<file path="src/rtl/mhf_pkg.sv">
package mhf_pkg;
  localparam int unsigned ADDR_BYTES = 6;
  localparam int unsigned ADDR_W     = ADDR_BYTES * 8;
  localparam int unsigned CRC_W      = 32;
  localparam int unsigned IDX_W      = 6;
  localparam int unsigned WORD_W     = 32;
  localparam int unsigned TBL_WORDS  = 2;
  localparam int unsigned SEL_W      = 2;
  localparam logic [CRC_W-1:0] CRC_POLY_REFL = 32'hEDB8_8320;
  localparam logic [CRC_W-1:0] CRC_SEED      = '1;

  typedef enum logic [1:0] {
    KIND_UCAST = 2'd0,
    KIND_MCAST = 2'd1,
    KIND_BCAST = 2'd2
  } kind_e;

  // Fold one byte, LSB first, into a reflected CRC.
  function automatic logic [CRC_W-1:0] crc_byte(input logic [CRC_W-1:0] c,
                                                input logic [7:0] b);
    logic [CRC_W-1:0] r;
    r = c ^ {24'd0, b};
    for (int k = 0; k < 8; k++) begin
      r = r[0] ? ((r >> 1) ^ CRC_POLY_REFL) : (r >> 1);
    end
    return r;
  endfunction

  function automatic logic [CRC_W-1:0] crc_addr(input logic [ADDR_W-1:0] a);
    logic [CRC_W-1:0] r;
    r = CRC_SEED;
    for (int i = 0; i < ADDR_BYTES; i++) begin
      r = crc_byte(r, a[ADDR_W-1-8*i -: 8]);
    end
    return r;
  endfunction

  // Top six bits of the bit-reversed CRC.
  function automatic logic [IDX_W-1:0] crc_to_index(input logic [CRC_W-1:0] c);
    logic [IDX_W-1:0] x;
    for (int k = 0; k < IDX_W; k++) begin
      x[IDX_W-1-k] = c[k];
    end
    return x;
  endfunction
endpackage

</file>
<file path="src/rtl/mhf_regs.sv">
module mhf_regs
  import mhf_pkg::*;
(
  input  logic                       clk,
  input  logic                       rst_n,
  input  logic                       wr,
  input  logic [SEL_W-1:0]           sel,
  input  logic [WORD_W-1:0]          wdata,
  output logic [WORD_W-1:0]          rdata,
  output logic [TBL_WORDS*WORD_W-1:0] table_o,
  output logic [ADDR_W-1:0]          station_o
);
  localparam logic [SEL_W-1:0] SEL_STA_LO = SEL_W'(TBL_WORDS);
  localparam logic [SEL_W-1:0] SEL_STA_HI = SEL_W'(TBL_WORDS + 1);
  localparam int unsigned      HI_W       = ADDR_W - WORD_W;

  logic [WORD_W-1:0] tbl_q [TBL_WORDS];
  logic [WORD_W-1:0] sta_lo_q;
  logic [HI_W-1:0]   sta_hi_q;

  for (genvar w = 0; w < TBL_WORDS; w++) begin : g_tbl
    always_ff @(posedge clk) begin
      if (!rst_n)                               tbl_q[w] <= '0;
      else if (wr && sel == SEL_W'(w))          tbl_q[w] <= wdata;
    end
    assign table_o[w*WORD_W +: WORD_W] = tbl_q[w];
  end

  always_ff @(posedge clk) begin
    if (!rst_n) begin
      sta_lo_q <= '0;
      sta_hi_q <= '0;
    end else if (wr) begin
      if (sel == SEL_STA_LO) sta_lo_q <= wdata;
      if (sel == SEL_STA_HI) sta_hi_q <= wdata[HI_W-1:0];
    end
  end

  assign station_o = {sta_hi_q, sta_lo_q};

  always_comb begin
    rdata = '0;
    if (sel == SEL_STA_LO)      rdata = sta_lo_q;
    else if (sel == SEL_STA_HI) rdata = {{(WORD_W-HI_W){1'b0}}, sta_hi_q};
    else                        rdata = tbl_q[sel[0]];
  end
endmodule

</file>
<file path="src/rtl/mhf_collect.sv">
module mhf_collect
  import mhf_pkg::*;
(
  input  logic              clk,
  input  logic              rst_n,
  input  logic              s_valid,
  input  logic [7:0]        s_data,
  input  logic              s_last,
  input  logic              hold,
  output logic              s_ready,
  output logic              done,
  output logic [IDX_W-1:0]  idx_fin,
  output logic [ADDR_W-1:0] addr_fin
);
  localparam int unsigned CNT_W = $clog2(ADDR_BYTES + 1);
  localparam logic [CNT_W-1:0] CNT_LAST = CNT_W'(ADDR_BYTES - 1);
  localparam logic [CNT_W-1:0] CNT_SKIP = CNT_W'(ADDR_BYTES);

  logic [CNT_W-1:0]    cnt_q;
  logic [CRC_W-1:0]    crc_q;
  logic [ADDR_W-9:0]   addr_q;
  logic [CRC_W-1:0]    crc_step;
  logic                fire;

  assign s_ready  = !hold;
  assign fire     = s_valid && s_ready;
  assign crc_step = crc_byte(crc_q, s_data);
  assign done     = fire && (cnt_q == CNT_LAST);
  assign idx_fin  = crc_to_index(crc_step);
  assign addr_fin = {addr_q, s_data};

  always_ff @(posedge clk) begin
    if (!rst_n) begin
      cnt_q  <= '0;
      crc_q  <= CRC_SEED;
      addr_q <= '0;
    end else if (fire) begin
      if (cnt_q < CNT_LAST) begin
        if (s_last) begin
          cnt_q <= '0;
          crc_q <= CRC_SEED;
        end else begin
          cnt_q  <= cnt_q + 1'b1;
          crc_q  <= crc_step;
          addr_q <= {addr_q[ADDR_W-17:0], s_data};
        end
      end else if (cnt_q == CNT_LAST) begin
        cnt_q <= s_last ? '0 : CNT_SKIP;
        crc_q <= CRC_SEED;
      end else if (s_last) begin
        cnt_q <= '0;
      end
    end
  end
endmodule

</file>
<file path="src/rtl/mhf_decide.sv">
module mhf_decide
  import mhf_pkg::*;
(
  input  logic [ADDR_W-1:0]            addr,
  input  logic [IDX_W-1:0]             idx,
  input  logic [TBL_WORDS*WORD_W-1:0]  tbl,
  input  logic [ADDR_W-1:0]            station,
  input  logic                         bcast_en,
  input  logic                         promisc,
  output logic                         accept,
  output kind_e                        kind
);
  logic is_bcast, is_group, hit;

  assign is_bcast = &addr;
  assign is_group = addr[ADDR_W-8];
  assign hit      = tbl[idx];

  always_comb begin
    if (is_bcast) begin
      kind   = KIND_BCAST;
      accept = bcast_en;
    end else if (is_group) begin
      kind   = KIND_MCAST;
      accept = hit;
    end else begin
      kind   = KIND_UCAST;
      accept = (addr == station);
    end
    if (promisc) accept = 1'b1;
  end
endmodule

</file>
<file path="src/rtl/mhf_filter.sv">
module mhf_filter
  import mhf_pkg::*;
(
  input  logic        clk,
  input  logic        rst_n,
  input  logic        s_valid,
  output logic        s_ready,
  input  logic [7:0]  s_data,
  input  logic        s_last,
  input  logic        par_valid,
  input  logic [47:0] par_addr,
  input  logic        cfg_bcast_en,
  input  logic        cfg_promisc,
  input  logic        reg_wr,
  input  logic [1:0]  reg_sel,
  input  logic [31:0] reg_wdata,
  output logic [31:0] reg_rdata,
  output logic        res_valid,
  output logic        res_accept,
  output logic [1:0]  res_kind,
  output logic [5:0]  res_index
);
  logic [TBL_WORDS*WORD_W-1:0] tbl;
  logic [ADDR_W-1:0]           station;
  logic                        st_done;
  logic [IDX_W-1:0]            st_idx, par_idx, sel_idx;
  logic [ADDR_W-1:0]           st_addr, sel_addr;
  logic                        dec_accept;
  kind_e                       dec_kind;

  mhf_regs u_regs (
    .clk(clk), .rst_n(rst_n), .wr(reg_wr), .sel(reg_sel), .wdata(reg_wdata),
    .rdata(reg_rdata), .table_o(tbl), .station_o(station)
  );

  mhf_collect u_collect (
    .clk(clk), .rst_n(rst_n), .s_valid(s_valid), .s_data(s_data),
    .s_last(s_last), .hold(par_valid), .s_ready(s_ready), .done(st_done),
    .idx_fin(st_idx), .addr_fin(st_addr)
  );

  assign par_idx  = crc_to_index(crc_addr(par_addr));
  assign sel_addr = par_valid ? par_addr : st_addr;
  assign sel_idx  = par_valid ? par_idx  : st_idx;

  mhf_decide u_decide (
    .addr(sel_addr), .idx(sel_idx), .tbl(tbl), .station(station),
    .bcast_en(cfg_bcast_en), .promisc(cfg_promisc),
    .accept(dec_accept), .kind(dec_kind)
  );

  always_ff @(posedge clk) begin
    if (!rst_n) begin
      res_valid  <= 1'b0;
      res_accept <= 1'b0;
      res_kind   <= KIND_UCAST;
      res_index  <= '0;
    end else begin
      res_valid <= par_valid || st_done;
      if (par_valid || st_done) begin
        res_accept <= dec_accept;
        res_kind   <= dec_kind;
        res_index  <= sel_idx;
      end
    end
  end
endmodule

</file>
<file path="config.mk">
export PLATFORM = sky130hd
export DESIGN_NAME = mhf_filter
export DESIGN_NICKNAME = d
export VERILOG_FILES = /design/src/rtl/mhf_pkg.sv /design/src/rtl/mhf_regs.sv /design/src/rtl/mhf_collect.sv /design/src/rtl/mhf_decide.sv /design/src/rtl/mhf_filter.sv
export SDC_FILE = /design/constraint.sdc
export NUM_CORES = 1
export LEC_CHECK = 0
export BUFFER_PORTS_ARGS = -buffer_cell sky130_fd_sc_hd__buf_2
export CORE_UTILIZATION = 30
export CTS_BUF_LIST = sky130_fd_sc_hd__clkbuf_2 sky130_fd_sc_hd__clkbuf_4 sky130_fd_sc_hd__clkbuf_8
export CTS_CLUSTER_SIZE = 28
export DETAILED_ROUTE_END_ITERATION = 7
export GPL_TIMING_DRIVEN = 0
export PLACE_DENSITY = 0.52
export SLEW_MARGIN = 20
export SYNTH_ARGS = -nofsm -noshare
export SYNTH_HDL_FRONTEND = slang
export SYNTH_SLANG_ARGS = --single-unit
export TNS_END_PERCENT = 20
</file>
<file path="constraint.sdc">
create_clock -name clk -period 4.8 [get_ports clk]
set_input_delay 0.48 -clock clk [delete_from_list [all_inputs] [get_ports clk]]
set_output_delay 0.48 -clock clk [all_outputs]
set_load 0.01 [all_outputs]
</file>
---- Word-level counts from Yosys, hierarchy flattened ----
Memories as Yosys holds them, arrays and structs flattened.
Cells that the tools add are included.
storage, ports and cells
  bits in registers ....................... 133
  RAM bits ................................ 64
  word-level logic and storage cells ...... 183
  memories kept ........................... 1
memories
  name          depth  bits a word  read ports  clocked after Yosys merged registers in  write ports  RTL line        text
  u_regs.tbl_q  2      32           3           0                                        2            mhf_regs.sv:17  logic [WORD_W-1:0] tbl_q [TBL_WORDS];
operators by class
  add/subtract/negate cells ............... 1
  order comparisons ....................... 2
  equality and inequality tests ........... 5
  muxes and demuxes ....................... 84
  bitwise logic cells ..................... 66
  reductions and logical operators ........ 15
operators with widths
  operator                                number
  32-bit two-way mux                      37
  13-bit NOT with 14-bit output           30
  32-bit by 8-bit XOR with 32-bit output  3
  16-bit two-way mux                      4
  10-bit two-way mux                      6
  28-bit two-way mux                      2
  25-bit two-way mux                      2
  48-bit == test                          1
  48-bit two-way mux                      1
  48-bit AND reduction                    1
  22-bit two-way mux                      2
  8-bit NOT with 32-bit output            1
  31-bit two-way mux                      1
  30-bit two-way mux                      1
  30-bit by 8-bit XOR with 30-bit output  1
  27-bit two-way mux                      1
  24-bit two-way mux                      1
  6-bit two-way mux                       4
  11-bit NOT                              2
  22-bit by 8-bit XOR with 22-bit output  1
  21-bit two-way mux                      1
  20-bit two-way mux                      1
  3-bit NOT                               6
  9-bit NOT                               2
  other kinds (31)                        61

---- Longest topological paths before layout ----
  depth after elaboration ................. 106
  mapped depth ............................ 16

---- By module ----
A second synthesis with hierarchy kept.
second synthesis, totals
  cell total of the unflattened synthesis .. 1,195
  area total of the unflattened synthesis .. 13,591.8 um^2
by module, submodules not included
  module       times used  cells an instance  area an instance (um^2)  sequential area each (um^2)
  mhf_regs     1           391                5,044.8                  2,882.8
  mhf_filter   1           300                3,772.4                  200.2
  mhf_collect  1           374                3,512.1                  1,501.4
  mhf_decide   1           130                1,262.5                  0.0

---- Least setup slack after synthesis ----
No wires, ideal clock.
  path type ............................... input-to-reg
  start point ............................. input par_addr[43]
  end point ............................... register res_accept
  setup time .............................. 0.122 ns
  arrival time ............................ 4.497 ns
  required time ........................... 4.678 ns
  slack ................................... 0.181 ns
  cell stages on the path ................. 15
  cell sequence ........................... buf_2 > xnor3_1 > xnor3_1 > xnor2_2 > xor3_2 > xnor2_1 > xnor2_1 > xnor3_1 > o21ai_2 > or3b_2 > a221oi_1 > a2111oi_0 > a32oi_1 > a31oi_1 > a311o_1
between the ends
  word-level cells in the longest chain between the ends .. 75
  elaborated cells on any way between the ends .. 107
  classes of those cells .................. 1 x eq/ne; 55 x mux; 50 x bitwise; 1 x reduce/logical
ends and longest elaborated chain
  what                                                                  RTL line          text
  from (decl)                                                           mhf_filter.sv:11  input logic [47:0] par_addr,
  8-bit NOT with 32-bit output (no source line)                         --
  32-bit two-way mux (4 in series)                                      mhf_pkg.sv:24     r = r[0] ? ((r >> 1) ^ CRC_POLY_REFL) : (r >> 1);
  32-bit two-way mux or 13-bit NOT with 14-bit output (tied branches)   --
  32-bit two-way mux                                                    mhf_pkg.sv:24
  32-bit two-way mux or 13-bit NOT with 14-bit output (tied branches)   --
  32-bit two-way mux                                                    mhf_pkg.sv:24
  32-bit by 8-bit XOR with 32-bit output, or another cell as far along  mhf_pkg.sv:22     r = c ^ {24'd0, b};
  32-bit two-way mux or 13-bit NOT with 14-bit output (tied branches)   --
  (+54 left out)                                                        --
  1-bit NOT (no source line) or 9-bit two-way mux (tied branches)       --
  6-bit two-way mux (3 in series)                                       mhf_pkg.sv:24
  6-bit two-way mux                                                     mhf_filter.sv:44  assign sel_idx = par_valid ? par_idx : st_idx;
  1-bit binary-select mux with 6-bit select                             mhf_decide.sv:17  assign hit = tbl[idx];
  1-bit two-way mux (implied by the code)                               mhf_decide.sv:17
  1-bit two-way mux                                                     mhf_decide.sv:23  end else if (is_group) begin
  1-bit two-way mux *                                                   mhf_decide.sv:20  if (is_bcast) begin
  1-bit two-way mux *                                                   mhf_decide.sv:30  if (promisc) accept = 1'b1;
  to (signal assigned)                                                  mhf_filter.sv:61  res_accept <= dec_accept;
  to (decl)                                                             mhf_filter.sv:19  output logic res_accept,
Every way passes the cells marked *; elsewhere a longest branch is shown, timed or not. The select of a mux whose other input is x is not followed.
A chain may end at the register's enable or synchronous reset.

---- Final worst setup path ----
  start point ............................. input par_addr[32]
  end point ............................... register res_accept
between the ends
  word-level cells in the longest chain between the ends .. 66
  elaborated cells on any way between the ends .. 93
  classes of those cells .................. 1 x eq/ne; 47 x mux; 44 x bitwise; 1 x reduce/logical
ends and longest elaborated chain
  what                                            RTL line
  32-bit by 8-bit XOR with 32-bit output          mhf_pkg.sv:22
  32-bit two-way mux                              mhf_pkg.sv:24
  13-bit NOT with 14-bit output (no source line)  --
  32-bit two-way mux                              mhf_pkg.sv:24
  13-bit NOT with 14-bit output (no source line)  --
  32-bit two-way mux (2 in series)                mhf_pkg.sv:24
  13-bit NOT with 14-bit output (no source line)  --
  32-bit two-way mux                              mhf_pkg.sv:24
  (+47 left out)                                  --
  9-bit two-way mux                               mhf_pkg.sv:24
  6-bit two-way mux (3 in series)                 mhf_pkg.sv:24
  6-bit two-way mux                               mhf_filter.sv:44
  1-bit binary-select mux with 6-bit select       mhf_decide.sv:17
  1-bit two-way mux (implied by the code)         mhf_decide.sv:17
  1-bit two-way mux                               mhf_decide.sv:23
  1-bit two-way mux *                             mhf_decide.sv:20
  1-bit two-way mux *                             mhf_decide.sv:30
Marked as above.

==> impl_metrics.tcl <==
set metrics [dict create \
    synth-main-ff-cell "sky130_fd_sc_hd__dfxtp_1" \
    r2r.worst_path.cells 12 \
    layout_common_cells "sky130_fd_sc_hd__nand2_1, sky130_fd_sc_hd__xnor2_1, sky130_fd_sc_hd__buf_2" \
    critPathMaxFanout 10 \
    timing.critical_path.slowest_stage_cell "sky130_fd_sc_hd__xnor3_1" \
    fin_worst_skew_ps 28.48 \
    synth.lib_cells_used.distinct 68 \
    reg_to_reg_end "res_accept" \
    number_of_top_level_pins 141 \
    timing.hold.worst.class "input port to register" \
    timing.hold.ws_ps 199.8 \
    seq_area_frac_synth 0.3477 \
    post-route-min-period_ps 4692 \
    detailedRoute.firstIterationViolations 1037 \
    tritoncts.num_buffers 17 \
    synthDominantAreaCellType "sky130_fd_sc_hd__dfxtp_1" \
    final_clock_period_utilization_by_the_worst_path 0.9775 \
    worst-slew-pin-transition_ps 1115 \
    drt.antenna.violating_nets 0 \
    clock_sink_count 197 \
    number_of_antenna_violations_at_the_first_check_in_global_routing 0 \
    fp-row-count 76 \
    slew_headroom 0.2568 \
    finalWeightedCongestion 0.9378 \
    post-synth-top-area-fraction 0.2019 \
    ctsHoldBuffers 0 \
    postSynthAreaPerCell_um2 9.789 \
    post_route_cells_drive_above_1_share 0.1669 \
    fraction_of_synthesis_flops_using_an_asynchronous_set_or_reset_pin 0 \
    post-route-util 0.3514 \
    area_growth_pct 15.05 \
    clock_latency_ps 530 \
    detail_route.vias_per_cell 5.095 \
    synth_cells 1347 \
    drt_wl_total_um 47850 \
    crit_end "res_accept" \
    timing.critical_path.required_ps 5200 \
    critical_path.endpoint_type "register" \
    antennaDiodeCount 0 \
    largest_net_degree_at_the_start_of_global_routing 25 \
    floorplan.die.height_um 211.6 \
    ys_seq_elements 197 \
    via_count 10680 \
    layout_commonest_cell "sky130_fd_sc_hd__nand2_1" \
    reg2reg_setup_slack_ps 290 \
    slew_violations 0 \
    root_buf_cell "sky130_fd_sc_hd__clkbuf_8" \
    startpoint "par_addr[32]" \
    syn_nets 1447 \
    fp.coreArea_mm2 0.04317 \
    h-tree-depth 4 \
    fmax_mhz 213.1 \
    synthesis.yosys.warnings 0 \
    critical_path.max_stage_delay_ps 480 \
    die-area_mm2 0.04479 \
    cts_tree "built" \
    timing_worst_setup_path_type "input port to register" \
    timing.max_cap.violations 0 \
    route.detailed.drc 0 \
    initial_core_util 0.3054 \
    hold_viol_final 0 \
    floorplan.die.width_um 211.6 \
    path_clk_slew_ps 130 \
    cell_by_cell_trace_of_the_critical_path "buf_2 > xnor2_1 > xnor3_1 > xnor3_1 > xnor3_1 > xnor2_1 > xnor3_1 > xnor2_2 > xnor2_4 > mux2i_4 > buf_6 > mux2i_1 > nand2_1 > a211oi_1 > nor4b_1 > a311o_1" \
    first_global_vias 10320 \
    synth.area.top_cells "sky130_fd_sc_hd__dfxtp_1, sky130_fd_sc_hd__edfxtp_1, sky130_fd_sc_hd__xnor2_1" \
    run_status "finished, final reports clean" \
    synth.cell_area_mm2 0.01319 \
    wire_length_per_cell_after_detailed_routing_um 22.84 \
    grt_first_pass_wirelength_um 69950 \
    setup-violations-final 0 \
    dpl.hpwl_um 38250 \
    clock_path_buffers 2 \
    kind_of_start_point_of_the_critical_path "input port" \
    regToRegStartpoint "u_collect.crc_q[1]" \
    cp.arrival_ps 5090 \
    layout.nets 1597 \
    cp_common_cell "sky130_fd_sc_hd__xnor3_1" \
    global_route.usage.total 0.2166 \
    firstDrtPassIters 5 \
    port_buffers 124 \
    globalRoute.totalOverflow 0 \
    filler_cell_count 4496 \
    synth-edff-count 64 \
]
## registers in the layout, summed over array words and instances, names as in the netlist
register,count
res_accept,1
res_index,6
res_kind,2
res_valid,1
u_collect.addr_q,40
u_collect.cnt_q,3
u_collect.crc_q,32
u_regs.sta_hi_q,16
u_regs.sta_lo_q,32
u_regs.tbl_q,64
## how the worst min path moves through the flow
stage | startpoint | endpoint | depth (start not counted)
after floorplan | u_collect.addr_q[32] | u_collect.addr_q[32] | 2
after global placement | u_collect.addr_q[38] | u_collect.addr_q[38] | 2
after detailed placement | u_collect.addr_q[38] | u_collect.addr_q[38] | 2
after CTS | reg_wdata[22] | u_regs.sta_lo_q[22] | 3
after global routing | reg_wdata[26] | u_regs.sta_lo_q[26] | 3
final | reg_wdata[22] | u_regs.sta_lo_q[22] | 3
## stage by stage
step | worst slack, ps | instances | instance area [µm²] | TNS (ps)
6_report | 107.9 | 2095 | 15170 | 0
5_1_grt | -3.713 | 2095 | 15170 | -3.713
4_1_cts | 8.450 | 2092 | 15070 | 0
3_5_place_dp | -790.9 | 2058 | 14600 | -790.9
3_3_place_gp | -1764 | 2056 | 14540 | -57080
2_1_floorplan | 181.3 | 1347 | 13190 | 0
## cells in the mapped netlist, types with 11 or more instances
master                     instances
sky130_fd_sc_hd__a21boi_0         89
sky130_fd_sc_hd__a21oi_1          11
sky130_fd_sc_hd__and2_1           68
sky130_fd_sc_hd__buf_2            13
sky130_fd_sc_hd__clkbuf_1         59
sky130_fd_sc_hd__dfxtp_1         133
sky130_fd_sc_hd__edfxtp_1         64
sky130_fd_sc_hd__mux2i_1          97
sky130_fd_sc_hd__mux4_2           16
sky130_fd_sc_hd__nand2_1         259
sky130_fd_sc_hd__nand4_1          17
sky130_fd_sc_hd__nor2_1           23
sky130_fd_sc_hd__nor4_1           17
sky130_fd_sc_hd__o21ai_0          37
sky130_fd_sc_hd__o22ai_1          29
sky130_fd_sc_hd__xnor2_1         197
sky130_fd_sc_hd__xnor3_1          33
sky130_fd_sc_hd__xor2_1           56
## layer usage
metal	track usage	up-vias	wire length [µm]
li1	-	4966	-
met1	0.3075	5250	21800
met2	0.3362	402	21710
met3	0.02997	57	3083
met4	0.07146	0	1252
met5	0	-	0
## critical path, delay by kind of cell
family,cells,cell delay [ps]
AOI/OAI and AO/OA,2,530
and+or+nand+nor,2,200
muxes,2,660
buffers and inverters,2,520
xor gates and xnor gates,8,2650
## cell families (layout without fill, tap and decap cells)
kind of cell | after synthesis | in the layout | share of synthesized area
buf+inv | 92 | 255 | 0.03037
compound gates | 211 | 211 | 0.1126
simple gates | 422 | 422 | 0.1474
xor+xnor | 303 | 303 | 0.2514
mux | 120 | 120 | 0.1087
fa+ha+maj | 2 | 2 | 0.001898
flops | 197 | 197 | 0.3477
## what timing repair did
action,4_1_cts,5_1_grt
setup endpoints to repair,1,1
pin swaps,2,2
cloned,0,0
resized for setup,12,14
setup buffers,3,3
## final cells by class
| cell class | count | area (µm²) | share of cell area |
|---|---|---|---|
| clock inverters | 15 | 152.6 | 0.01006 |
| clock buffers | 17 | 234.0 | 0.01542 |
| well taps | 585 | 732.0 | 0.04825 |
| multi-input cells | 1058 | 8351 | 0.5505 |
| plain buffers | 86 | 384.1 | 0.02532 |
| repair buffers | 132 | 713.2 | 0.04701 |
| flip-flops and latches | 197 | 4584 | 0.3022 |
| inverters | 5 | 18.77 | 0.001237 |
Power is left out: the tool's default activity adds up to more than one toggle a clock period on the data nets, which glitch-free logic cannot reach.
